<file path="config.mk">
export PLATFORM = sky130hd
export DESIGN_NAME = cfg_space_responder
export DESIGN_NICKNAME = d
export VERILOG_FILES = /design/src/rtl/cfgsp_pkg.sv /design/src/rtl/cfgsp_bar_bank.sv /design/src/rtl/cfgsp_cap_chain.sv /design/src/rtl/cfg_space_responder.sv
export SDC_FILE = /design/constraint.sdc
export NUM_CORES = 1
export LEC_CHECK = 0
export ABC_AREA = 1
export BUFFER_PORTS_ARGS = -buffer_cell sky130_fd_sc_hd__buf_2
export CAP_MARGIN = 20
export CORE_AREA = 2 2 100 102
export DETAILED_ROUTE_END_ITERATION = 8
export DIE_AREA = 0 0 102 104
export PLACE_DENSITY = 0.77
export REMOVE_ABC_BUFFERS = 1
export SYNTH_ARGS = -nofsm -noshare
export SYNTH_HDL_FRONTEND = slang
export SYNTH_SLANG_ARGS = --single-unit
</file>
<file path="constraint.sdc">
create_clock -name clk -period 1.4 [get_ports clk]
set_input_delay 0.14 -clock clk [delete_from_list [all_inputs] [get_ports clk]]
set_output_delay 0.14 -clock clk [all_outputs]
set_load 0.02 [all_outputs]
</file>
<file path="src/rtl/cfgsp_pkg.sv">
// Package: shared encodings for the configuration space responder.
// Assumes 12-bit offsets and a 2-bit access width code.
package cfgsp_pkg;

    // Access width encodings on the size input.
    localparam logic [1:0] ACC_BYTE  = 2'd0;
    localparam logic [1:0] ACC_WORD  = 2'd1;

    // Fixed register offsets in the header.
    localparam logic [11:0] OFS_VENDOR   = 12'h000;
    localparam logic [11:0] OFS_DEVICE   = 12'h002;
    localparam logic [11:0] OFS_COMMAND  = 12'h004;
    localparam logic [11:0] OFS_CLASS    = 12'h00A;
    localparam logic [11:0] OFS_CLASS_HI = 12'h00B;
    localparam logic [11:0] OFS_BAR_BASE = 12'h010;
    localparam logic [11:0] OFS_CAP_PTR  = 12'h034;

    // Capability identifiers.
    localparam logic [7:0]  CAPID_PM   = 8'h01;
    localparam logic [7:0]  CAPID_PCIE = 8'h10;
    localparam logic [7:0]  CAPID_MSIX = 8'h11;
    localparam logic [15:0] XCAPID_AER = 16'h0001;
    localparam logic [15:0] XCAPID_VC  = 16'h0002;
    localparam logic [15:0] XCAPID_DSN = 16'h0003;

    // Returns the lane mask for an access width.
    function automatic logic [31:0] width_mask(input logic [1:0] sz);
        case (sz)
            ACC_BYTE: width_mask = 32'h0000_00FF;
            ACC_WORD: width_mask = 32'h0000_FFFF;
            default:  width_mask = 32'hFFFF_FFFF;
        endcase
    endfunction

endpackage

</file>
<file path="src/rtl/cfgsp_bar_bank.sv">
// Module: bank of base address registers with sizing readback.
// Slots 0 and 1 are live (slot 0 I/O, slot 1 32-bit memory).
// The remaining slots are tied to zero.
// Assumes the caller raises wr_en only for an aligned BAR offset.
module cfgsp_bar_bank #(
    parameter int unsigned NUM_BARS      = 6,
    parameter int unsigned BAR0_BYTES    = 1,
    parameter int unsigned BAR1_BYTES    = 256,
    parameter logic [31:0] IO_ADDR_MASK  = 32'hFFFF_FFFC,
    parameter logic [31:0] MEM_ADDR_MASK = 32'hFFFF_FFF0,
    localparam int unsigned IDX_W        = $clog2(NUM_BARS)
) (
    input  logic                          clk,
    input  logic                          rst_n,
    input  logic                          wr_en,
    input  logic [IDX_W-1:0]              wr_idx,
    input  logic [31:0]                   wr_data,
    output logic [NUM_BARS-1:0][31:0]     bar_rd
);

    for (genvar g = 0; g < NUM_BARS; g++) begin : g_bar
        if (g < 2) begin : g_live
            localparam logic        IS_IO = (g == 0);
            localparam logic [31:0] SZ    = (g == 0) ? 32'(BAR0_BYTES) : 32'(BAR1_BYTES);
            localparam logic [31:0] MASK  = IS_IO ? (((~(SZ - 32'd1)) & IO_ADDR_MASK) | 32'd1)
                                                  : ((~(SZ - 32'd1)) & MEM_ADDR_MASK);
            logic [31:0] bar_q;
            logic [31:0] bar_d;
            logic        hit;

            // Selects this slot for the current write.
            assign hit = wr_en && (wr_idx == IDX_W'(g));

            // Forces the read-only space bit to the slot type.
            always_comb begin
                bar_d    = wr_data;
                bar_d[0] = IS_IO;
            end

            // Holds the BAR; cleared by reset.
            always_ff @(posedge clk) begin
                if (!rst_n)   bar_q <= '0;
                else if (hit) bar_q <= bar_d;
            end

            // Returns the size mask during sizing, else the stored value.
            assign bar_rd[g] = (&bar_q[31:1]) ? MASK : bar_q;

            // after any write the space bit matches the slot type.
            a_r5_space_bit: assert property (@(posedge clk) disable iff (!rst_n)
                hit |=> bar_q[0] == IS_IO);

            // any nonzero readback carries the slot's type bit.
            a_r6_read_type: assert property (@(posedge clk) disable iff (!rst_n)
                (bar_rd[g] != 32'd0) |-> (bar_rd[g][0] == IS_IO));
        end else begin : g_tied
            assign bar_rd[g] = 32'd0;
        end
    end

endmodule

</file>
<file path="src/rtl/cfgsp_cap_chain.sv">
// Module: read-only headers of the standard and extended capability chains.
// Purely combinational. hit is high when offset matches a header byte.
// Assumes all offsets are distinct and the extended ones are at or above 0x100.
module cfgsp_cap_chain
    import cfgsp_pkg::*;
#(
    parameter logic [11:0] PM_OFS   = 12'h040,
    parameter logic [11:0] PCIE_OFS = 12'h050,
    parameter logic [11:0] MSIX_OFS = 12'h070,
    parameter logic [11:0] AER_OFS  = 12'h100,
    parameter logic [11:0] VC_OFS   = 12'h140,
    parameter logic [11:0] DSN_OFS  = 12'h180
) (
    input  logic [11:0] offset,
    output logic        hit,
    output logic [31:0] val
);

    localparam logic [11:0] PM_NXT   = PM_OFS + 12'd1;
    localparam logic [11:0] PCIE_NXT = PCIE_OFS + 12'd1;
    localparam logic [11:0] MSIX_NXT = MSIX_OFS + 12'd1;

    // Decodes the header offset into its fixed content.
    always_comb begin
        hit = 1'b1;
        val = 32'd0;
        case (offset)
            OFS_CAP_PTR: val = {24'd0, PM_OFS[7:0]};
            PM_OFS:      val = {16'd0, PCIE_OFS[7:0], CAPID_PM};
            PM_NXT:      val = {24'd0, PCIE_OFS[7:0]};
            PCIE_OFS:    val = {16'd0, MSIX_OFS[7:0], CAPID_PCIE};
            PCIE_NXT:    val = {24'd0, MSIX_OFS[7:0]};
            MSIX_OFS:    val = {24'd0, CAPID_MSIX};
            MSIX_NXT:    val = 32'd0;
            AER_OFS:     val = {VC_OFS, 4'h0, XCAPID_AER};
            VC_OFS:      val = {DSN_OFS, 4'h0, XCAPID_VC};
            DSN_OFS:     val = {12'd0, 4'h0, XCAPID_DSN};
            default:     hit = 1'b0;
        endcase
    end

endmodule

</file>
<file path="src/rtl/cfg_space_responder.sv">
// Module: configuration space responder for a simple endpoint function.
// Reads are combinational. Writes are taken at the rising edge.
// Assumes one access per cycle and a caller that holds offset stable.
module cfg_space_responder
    import cfgsp_pkg::*;
#(
    parameter logic [15:0] VENDOR_ID  = 16'hABCD,
    parameter logic [15:0] DEVICE_ID  = 16'h5A5A,
    parameter logic [7:0]  CLASS_CODE = 8'h12,
    parameter logic [7:0]  SUBCLASS   = 8'h34,
    parameter int unsigned NUM_BARS   = 6,
    parameter int unsigned BAR0_BYTES = 1,
    parameter int unsigned BAR1_BYTES = 256,
    parameter logic [11:0] PM_OFS     = 12'h040,
    parameter logic [11:0] PCIE_OFS   = 12'h050,
    parameter logic [11:0] MSIX_OFS   = 12'h070,
    parameter logic [11:0] AER_OFS    = 12'h100,
    parameter logic [11:0] VC_OFS     = 12'h140,
    parameter logic [11:0] DSN_OFS    = 12'h180
) (
    input  logic        clk,
    input  logic        rst_n,
    input  logic [11:0] offset,
    input  logic [1:0]  size,
    input  logic        wr_en,
    input  logic [31:0] wr_data,
    output logic [31:0] rd_data
);

    localparam int unsigned IDX_W   = $clog2(NUM_BARS);
    localparam logic [11:0] BAR_END = OFS_BAR_BASE + 12'(4 * NUM_BARS);

    logic [15:0]                cmd_q;
    logic                       bar_sel;
    logic [IDX_W-1:0]           bar_idx;
    logic [NUM_BARS-1:0][31:0]  bar_rd;
    logic                       cap_hit;
    logic [31:0]                cap_val;
    logic [31:0]                rd_raw;

    // Finds an aligned BAR offset and its slot number.
    assign bar_sel = (offset >= OFS_BAR_BASE) && (offset < BAR_END) && (offset[1:0] == 2'b00);
    assign bar_idx = IDX_W'((offset - OFS_BAR_BASE) >> 2);

    // Holds the command register.
    always_ff @(posedge clk) begin
        if (!rst_n)                               cmd_q <= '0;
        else if (wr_en && offset == OFS_COMMAND)  cmd_q <= wr_data[15:0];
    end

    cfgsp_bar_bank #(
        .NUM_BARS   (NUM_BARS),
        .BAR0_BYTES (BAR0_BYTES),
        .BAR1_BYTES (BAR1_BYTES)
    ) u_bars (
        .clk     (clk),
        .rst_n   (rst_n),
        .wr_en   (wr_en && bar_sel),
        .wr_idx  (bar_idx),
        .wr_data (wr_data),
        .bar_rd  (bar_rd)
    );

    cfgsp_cap_chain #(
        .PM_OFS   (PM_OFS),
        .PCIE_OFS (PCIE_OFS),
        .MSIX_OFS (MSIX_OFS),
        .AER_OFS  (AER_OFS),
        .VC_OFS   (VC_OFS),
        .DSN_OFS  (DSN_OFS)
    ) u_caps (
        .offset (offset),
        .hit    (cap_hit),
        .val    (cap_val)
    );

    // Selects the register addressed by offset before width masking.
    always_comb begin
        rd_raw = 32'd0;
        if (cap_hit) begin
            rd_raw = cap_val;
        end else begin
            case (offset)
                OFS_VENDOR:   rd_raw = {16'd0, VENDOR_ID};
                OFS_DEVICE:   rd_raw = {16'd0, DEVICE_ID};
                OFS_COMMAND:  rd_raw = {16'd0, cmd_q};
                OFS_CLASS:    rd_raw = (size == ACC_BYTE) ? {24'd0, SUBCLASS}
                                                          : {16'd0, CLASS_CODE, SUBCLASS};
                OFS_CLASS_HI: rd_raw = {24'd0, CLASS_CODE};
                default:      if (bar_sel) rd_raw = bar_rd[bar_idx];
            endcase
        end
    end

    // Trims the result to the access width.
    assign rd_data = rd_raw & width_mask(size);

    // reset leaves the command register cleared.
    a_r1_reset_clear: assert property (@(posedge clk)
        !rst_n |=> cmd_q == 16'd0);

    // a command write is stored exactly.
    a_r3_cmd_store: assert property (@(posedge clk) disable iff (!rst_n)
        (wr_en && offset == OFS_COMMAND) |=> cmd_q == $past(wr_data[15:0]));

    // writes elsewhere leave the command register alone.
    a_r10_cmd_untouched: assert property (@(posedge clk) disable iff (!rst_n)
        (wr_en && offset != OFS_COMMAND) |=> cmd_q == $past(cmd_q));

endmodule

</file>
==> results.txt, run 1 <==
run status: finished with violations
failing checks: negative setup slack
Clk Latency, worst-skew pair: 0.35 ns
CTS tree: built
required time worst endpoint: 1.26 ns
Die Width: 102 um
post-synthesis sequential area ratio: 37.6%
combinational family with the most area after synthesis: simple AND/OR/NAND/NOR gates
Worst Hold Slack: 0.0357 ns
dpl cells: 929
Core Region: 0.00955 mm2
clock slew at reported path FFs: 0.09 ns
CP endpoint kind: output pin
# diodes: 0
Setup crit start kind: flip-flop
IO Port Bufs: 80
DR WL met3: 1760 um
crit path time final: 2.02 ns
GPL Wtd Cong: 0.943
number of synthesized register bits: 79
RSZ-0062 raised after global routing: true
RR Endpoint: u_bars.g_bar[1].g_live.bar_q[30]
vias per inst: 5.86
FILL cells: 618
pre-CTS setup slack: -0.459 ns
Sink Count: 79
CTS H-tree depth: 3
setup total negative slack: -10.34 ns
CTS buffer count: 9
grt total ovfl: 0
HP Class: in -> reg
post-synthesis cell area: 0.00421 mm2
clock skew: 0 ns
CP Capture Point: rd_data[2]
power per cell area: 632 mW/mm2
Worst-Margin Slew: 0.387 ns
Die ar.: 0.0106 mm2
fin cells: 989
Total Routed Length: 19,100 um
Highest Signal Layer: met4
syn avg cell area: 6.56 um2
worst-path fanout max: 7
crit-path cells: nand2_1, nor2_1, nand4_1, nor2_2, nand2_4, nand2_2, nand2_1, nand2_2, a21oi_2, buf_4
Clock Tree Buf Depth: 2
drt pass-1 iters: 6
drt drc: 0
Synthesis Warnings: 0
Post-synth EDFFs: 0
fraction of the mapped netlist area in adder cells: 0%
max_slew headroom: 74.1%
global-route wire length before repair: 25,700 um
Area growth syn-to-layout: 73.1%
largest net degree at the start of global routing: 80
row cnt: 36
cell count after synthesis: 641
DP Wirelength: 10,300 um
Met2 Routed Length: 9380 um
DRC marker count from the first detailed-route iteration: 620
Synth Area in Compound Gates: 24.9%
worst reg-to-reg setup slack: 0.52 ns
R2R depth: 4
slowest CP cell: dfxtp_1
die height: 104 um
Hold Vio Cnt, Final: 0
Most used DFF post-synth: dfxtp_1
FFs w/ async S/R, synth: 0%
initial antenna violation count: 0
crit path kind: reg -> out
simple-gate share of the synthesized area: 25.7%
GRT Util Overall: 30.5%
Avg WL per Cell: 19.4 um
clk root buf: clkbuf_8
LEAKAGE: 0.00326 uW
final core utilization: 76.2%
Starting Density: 44.1%
vias in the first global route: 5,356
Final period util: 144%
arrival time at the worst endpoint: 1.88 ns
Synth cell types: 33
CP startpoint: u_bars.g_bar[1].g_live.bar_q[28]
final worst slack: -0.622 ns
Peak VDD IR: 0.634 mV
R2R Path Start: u_bars.g_bar[1].g_live.bar_q[30]
M1 wire length: 6810 um
cts-stage hold buffer count: 0
# IOs: 81
final setup fails: 71
vias post-DR: 5,792
Detail Route Antenna Nets: 0
max-cap violations: 0
Synth Area in XOR/XNOR: 0%
NumNets Final: 900
share of cells above drive strength 1: 47.4%
CP peak stage delay: 0.36 ns
final max-slew violation count: 0
Max Fclk: 495 MHz
post-synthesis mux area share: 0%
==> sequential cells by signal, summed over array words and instances (netlist names) <==
signal and cells:
cmd_q 16, u_bars.g_bar.g_live.bar_q 63
==> worst max-delay path: cells and delay by family (launching register included) <==
kind	cells	cell delay, ns
AO/OA/AOI/OAI	1	0.06
buffers and inverters	1	0.15
flip-flops	1	0.36
AND/OR/NAND/NOR	8	0.95
==> per-stage QoR <==
| stage | power [uW] | cell area (um2) |
|---|---|---|
| 3_5_place_dp | 2680 | 5490 |
| 6_report | 4600 | 7280 |
| 3_3_place_gp | 2670 | 5490 |
| 4_1_cts | 4520 | 6770 |
| 2_1_floorplan | 2420 | 4040 |
| 5_1_grt | 4710 | 7280 |
==> timing repair <==
| action | 4_1_cts | 5_1_grt |
|---|---|---|
| cloned | 1 | 8 |
| resized for setup | 255 | 83 |
| pin swaps | 39 | 38 |
| buffers inserted | 24 | 11 |
| endpoints found under the setup margin | 100 | 58 |
==> where the power goes <==
part	total (uW)	internal [uW]	switching [uW]
Sequential	2240	2240	0.307
Clock	1810	926	883
Combinational	546	229	317
Total	4600	3400	1200
==> worst min path at each step <==
stage | startpoint | cells past startpoint | endpoint | slack, ns
finish | wr_data[18] | 3 | u_bars.g_bar[0].g_live.bar_q[18] | 0.04
global route | wr_data[25] | 3 | u_bars.g_bar[1].g_live.bar_q[25] | 0.03
CTS | wr_data[25] | 3 | u_bars.g_bar[1].g_live.bar_q[25] | 0.03
detailed placement | wr_data[22] | 3 | u_bars.g_bar[0].g_live.bar_q[22] | 0.40
global placement | wr_data[23] | 3 | u_bars.g_bar[0].g_live.bar_q[23] | 0.39
floorplan | rst_n | 1 | u_bars.g_bar[0].g_live.bar_q[0] | 0.26
==> logic make-up (layout without fill, tap and decap cells) <==
group	after synthesis	count (layout)
AND/OR/NAND/NOR	244	244
buffers and inverters	120	335
AO/OA/AOI/OAI	198	198
flip-flops	79	79
==> Yosys cell counts (10+ instances only) <==
| library cell | count | area [um2] |
|---|---|---|
| inv_1 | 86 | 323 |
| buf_2 | 10 | 50.1 |
| o21ai_0 | 31 | 155 |
| nand2_1 | 106 | 398 |
| nand4_1 | 16 | 100 |
| a22oi_1 | 16 | 120 |
| clkbuf_1 | 14 | 52.6 |
| dfxtp_1 | 79 | 1580 |
| o21ai_1 | 57 | 285 |
| nor2_1 | 66 | 248 |
| nand3_1 | 32 | 160 |
| a21oi_1 | 88 | 440 |
==> cell usage in the layout, fill, tap and decap left out, types with 6 or more instances in the layout <==
cell / netlist / layout
buf_4: 3 / 115
a21oi_1: 88 / 83
inv_1: 86 / 72
o21ai_1: 57 / 69
dfxtp_1: 79 / 68
nand2_1: 106 / 66
buf_6: 3 / 58
nor2_4: 1 / 36
buf_2: 10 / 36
nand2_2: 4 / 32
nor2_1: 66 / 29
nand3_2: 1 / 18
nand4_1: 16 / 16
o21ai_0: 31 / 14
nand3_1: 32 / 12
nand2_4: 1 / 11
inv_2: 2 / 11
a22oi_1: 16 / 11
clkbuf_8: 0 / 11
dfxtp_2: 0 / 11
buf_12: 0 / 8
clkbuf_16: 0 / 6
buf_8: 0 / 6
==> layer usage <==
layer	vias to the layer above	global-route usage (%)
met5	-	0
met4	0	16.4
met3	114	5.65
li1	2546	-
met1	2727	36.5
met2	405	50.8
==> layout make-up <==
cell class              count  area [um2]  area share, %
clock buffers              12         155           2.13
clock inverters             4        53.8          0.739
inverters                  89         352           4.83
multi-input cells         442        2830           38.9
flip-flops and latches     79        1600           21.9
well taps                 133         166           2.29
repair buffers            230        2120           29.2
Note: power is estimated with default switching activity, not from simulation.
==> run 2, diff against run 1 <==
PLACE_DENSITY = 0.74   (was 0.77)
clock period = 2.4 ns   (was 1.4 ns; I/O delays follow)
==> results.txt, run 2 (synthesized netlist as in run 1, its figures left out) <==
run status: finished clean
required time worst endpoint: 2.16 ns
crit path kind: in -> out
Area growth syn-to-layout: 17.4%
final max-slew violation count: 0
Max Fclk: 454 MHz
vias per inst: 5.25
final setup fails: 0
clk root buf: clkbuf_8
pre-CTS setup slack: 0.228 ns
Starting Density: 44.1%
drt pass-1 iters: 5
highest-count cells in the layout ignoring fill and taps: nand2_1 (105), a21oi_1 (88), inv_1 (86)
vias in the first global route: 4,315
Setup crit start kind: primary input
Avg WL per Cell: 15.0 um
DP Wirelength: 9410 um
CP endpoint kind: output pin
Clock Tree Buf Depth: 2
HP Class: in -> reg
NumNets Final: 767
Detail Route Antenna Nets: 0
Die ar.: 0.0106 mm2
worst-path fanout max: 6
LEAKAGE: 0.00226 uW
CTS H-tree depth: 3
Peak VDD IR: 0.342 mV
DR WL met3: 841 um
CP peak stage delay: 0.31 ns
setup total negative slack: 0 ns
max_slew headroom: 59.0%
final worst slack: 0.195 ns
clock skew: 0 ns
Total Routed Length: 12,800 um
clock slew at reported path FFs: 0.08 ns
CTS buffer count: 9
CTS tree: built
FILL cells: 1,009
die height: 104 um
row cnt: 36
vias post-DR: 4,490
crit path time final: 2.20 ns
Core Region: 0.00955 mm2
largest registers: u_bars.g_bar.g_live.bar_q (63), cmd_q (16)
largest net degree at the start of global routing: 56
grt total ovfl: 0
Highest Signal Layer: met4
drt drc: 0
cts-stage hold buffer count: 0
arrival time at the worst endpoint: 1.96 ns
commonest non-fill, non-tap cell in the layout: nand2_1
IO Port Bufs: 80
RSZ-0062 raised after global routing: false
GRT Util Overall: 24.7%
crit-path cells: buf_2, nor2_1, nand2_4, clkinv_1, buf_4, nand2_1, nor4_1, buf_4, nand2_1, a21oi_1, buf_2
# diodes: 0
share of cells above drive strength 1: 17.7%
DRC marker count from the first detailed-route iteration: 208
Die Width: 102 um
Hold Vio Cnt, Final: 0
max-cap violations: 0
GPL Wtd Cong: 0.964
# IOs: 81
max reg flops: 63
initial antenna violation count: 0
M1 wire length: 5840 um
Met2 Routed Length: 5950 um
global-route wire length before repair: 20,800 um
slowest CP cell: nor4_1
Clk Latency, worst-skew pair: 0.35 ns
Final period util: 91.9%
Worst-Margin Slew: 0.615 ns
power per cell area: 474 mW/mm2
Biggest register: u_bars.g_bar.g_live.bar_q
Sink Count: 79
-- run 2: worst max-delay path: cells and delay by family --
family	cells	cell delay, ns
buffers and inverters	5	0.80
and+or+nand+nor	5	0.73
AOI/OAI and AO/OA	1	0.19
-- run 2: power by group --
group          internal, uW  switching, uW  total (uW)
registers              1310          0.185        1310
logic                  61.4            121         182
clock network           367            480         848
-- run 2: metrics by stage --
step / instances / hold slack (ns) / power [uW] / cell area (um2) / util [%]
after floorplan: 610 / 0.358 / 1410 / 4040 / -
after global placement: 839 / 0.435 / 1520 / 4770 / 50.0
after detailed placement: 839 / 0.440 / 1520 / 4770 / 50.0
after CTS: 854 / 0.126 / 2360 / 4930 / 51.6
after global routing: 855 / 0.140 / 2440 / 4940 / 51.7
final: 855 / 0.138 / 2340 / 4940 / 51.7
-- run 2: metal layers --
| layer | up-vias | GRT usage, % |
|---|---|---|
| met2 | 147 | 38.8 |
| met1 | 2049 | 34.2 |
| met5 | - | 0 |
| met3 | 15 | 4.77 |
| li1 | 2279 | - |
| met4 | 0 | 7.33 |
-- run 2: path summary, 6_finish.rpt --
path                              startpoint                               end  slack [ns]  cells past startpoint
max                                offset[9]                        rd_data[2]        0.20                     11
min                              wr_data[19]  u_bars.g_bar[0].g_live.bar_q[19]        0.14                      3
max reg2reg  u_bars.g_bar[0].g_live.bar_q[2]   u_bars.g_bar[0].g_live.bar_q[2]        1.72                      2
min reg2reg                        cmd_q[12]                         cmd_q[12]        0.45                      2
-- run 2: final cells by class --
type / instances / area [um2] / area share [%]
tap: 133 / 166 / 3.37
clock inverter: 4 / 23.8 / 0.481
timing repair buffer: 97 / 566 / 11.5
sequential: 79 / 1580 / 32.0
clock buffer: 11 / 131 / 2.66
inverter: 89 / 334 / 6.76
multi-input combinational: 442 / 2140 / 43.2
-- run 2: what timing repair did --
action                                  CTS  global route
endpoints found under the setup margin    0             6
resized for setup                         0             1
setup buffers                             0             1
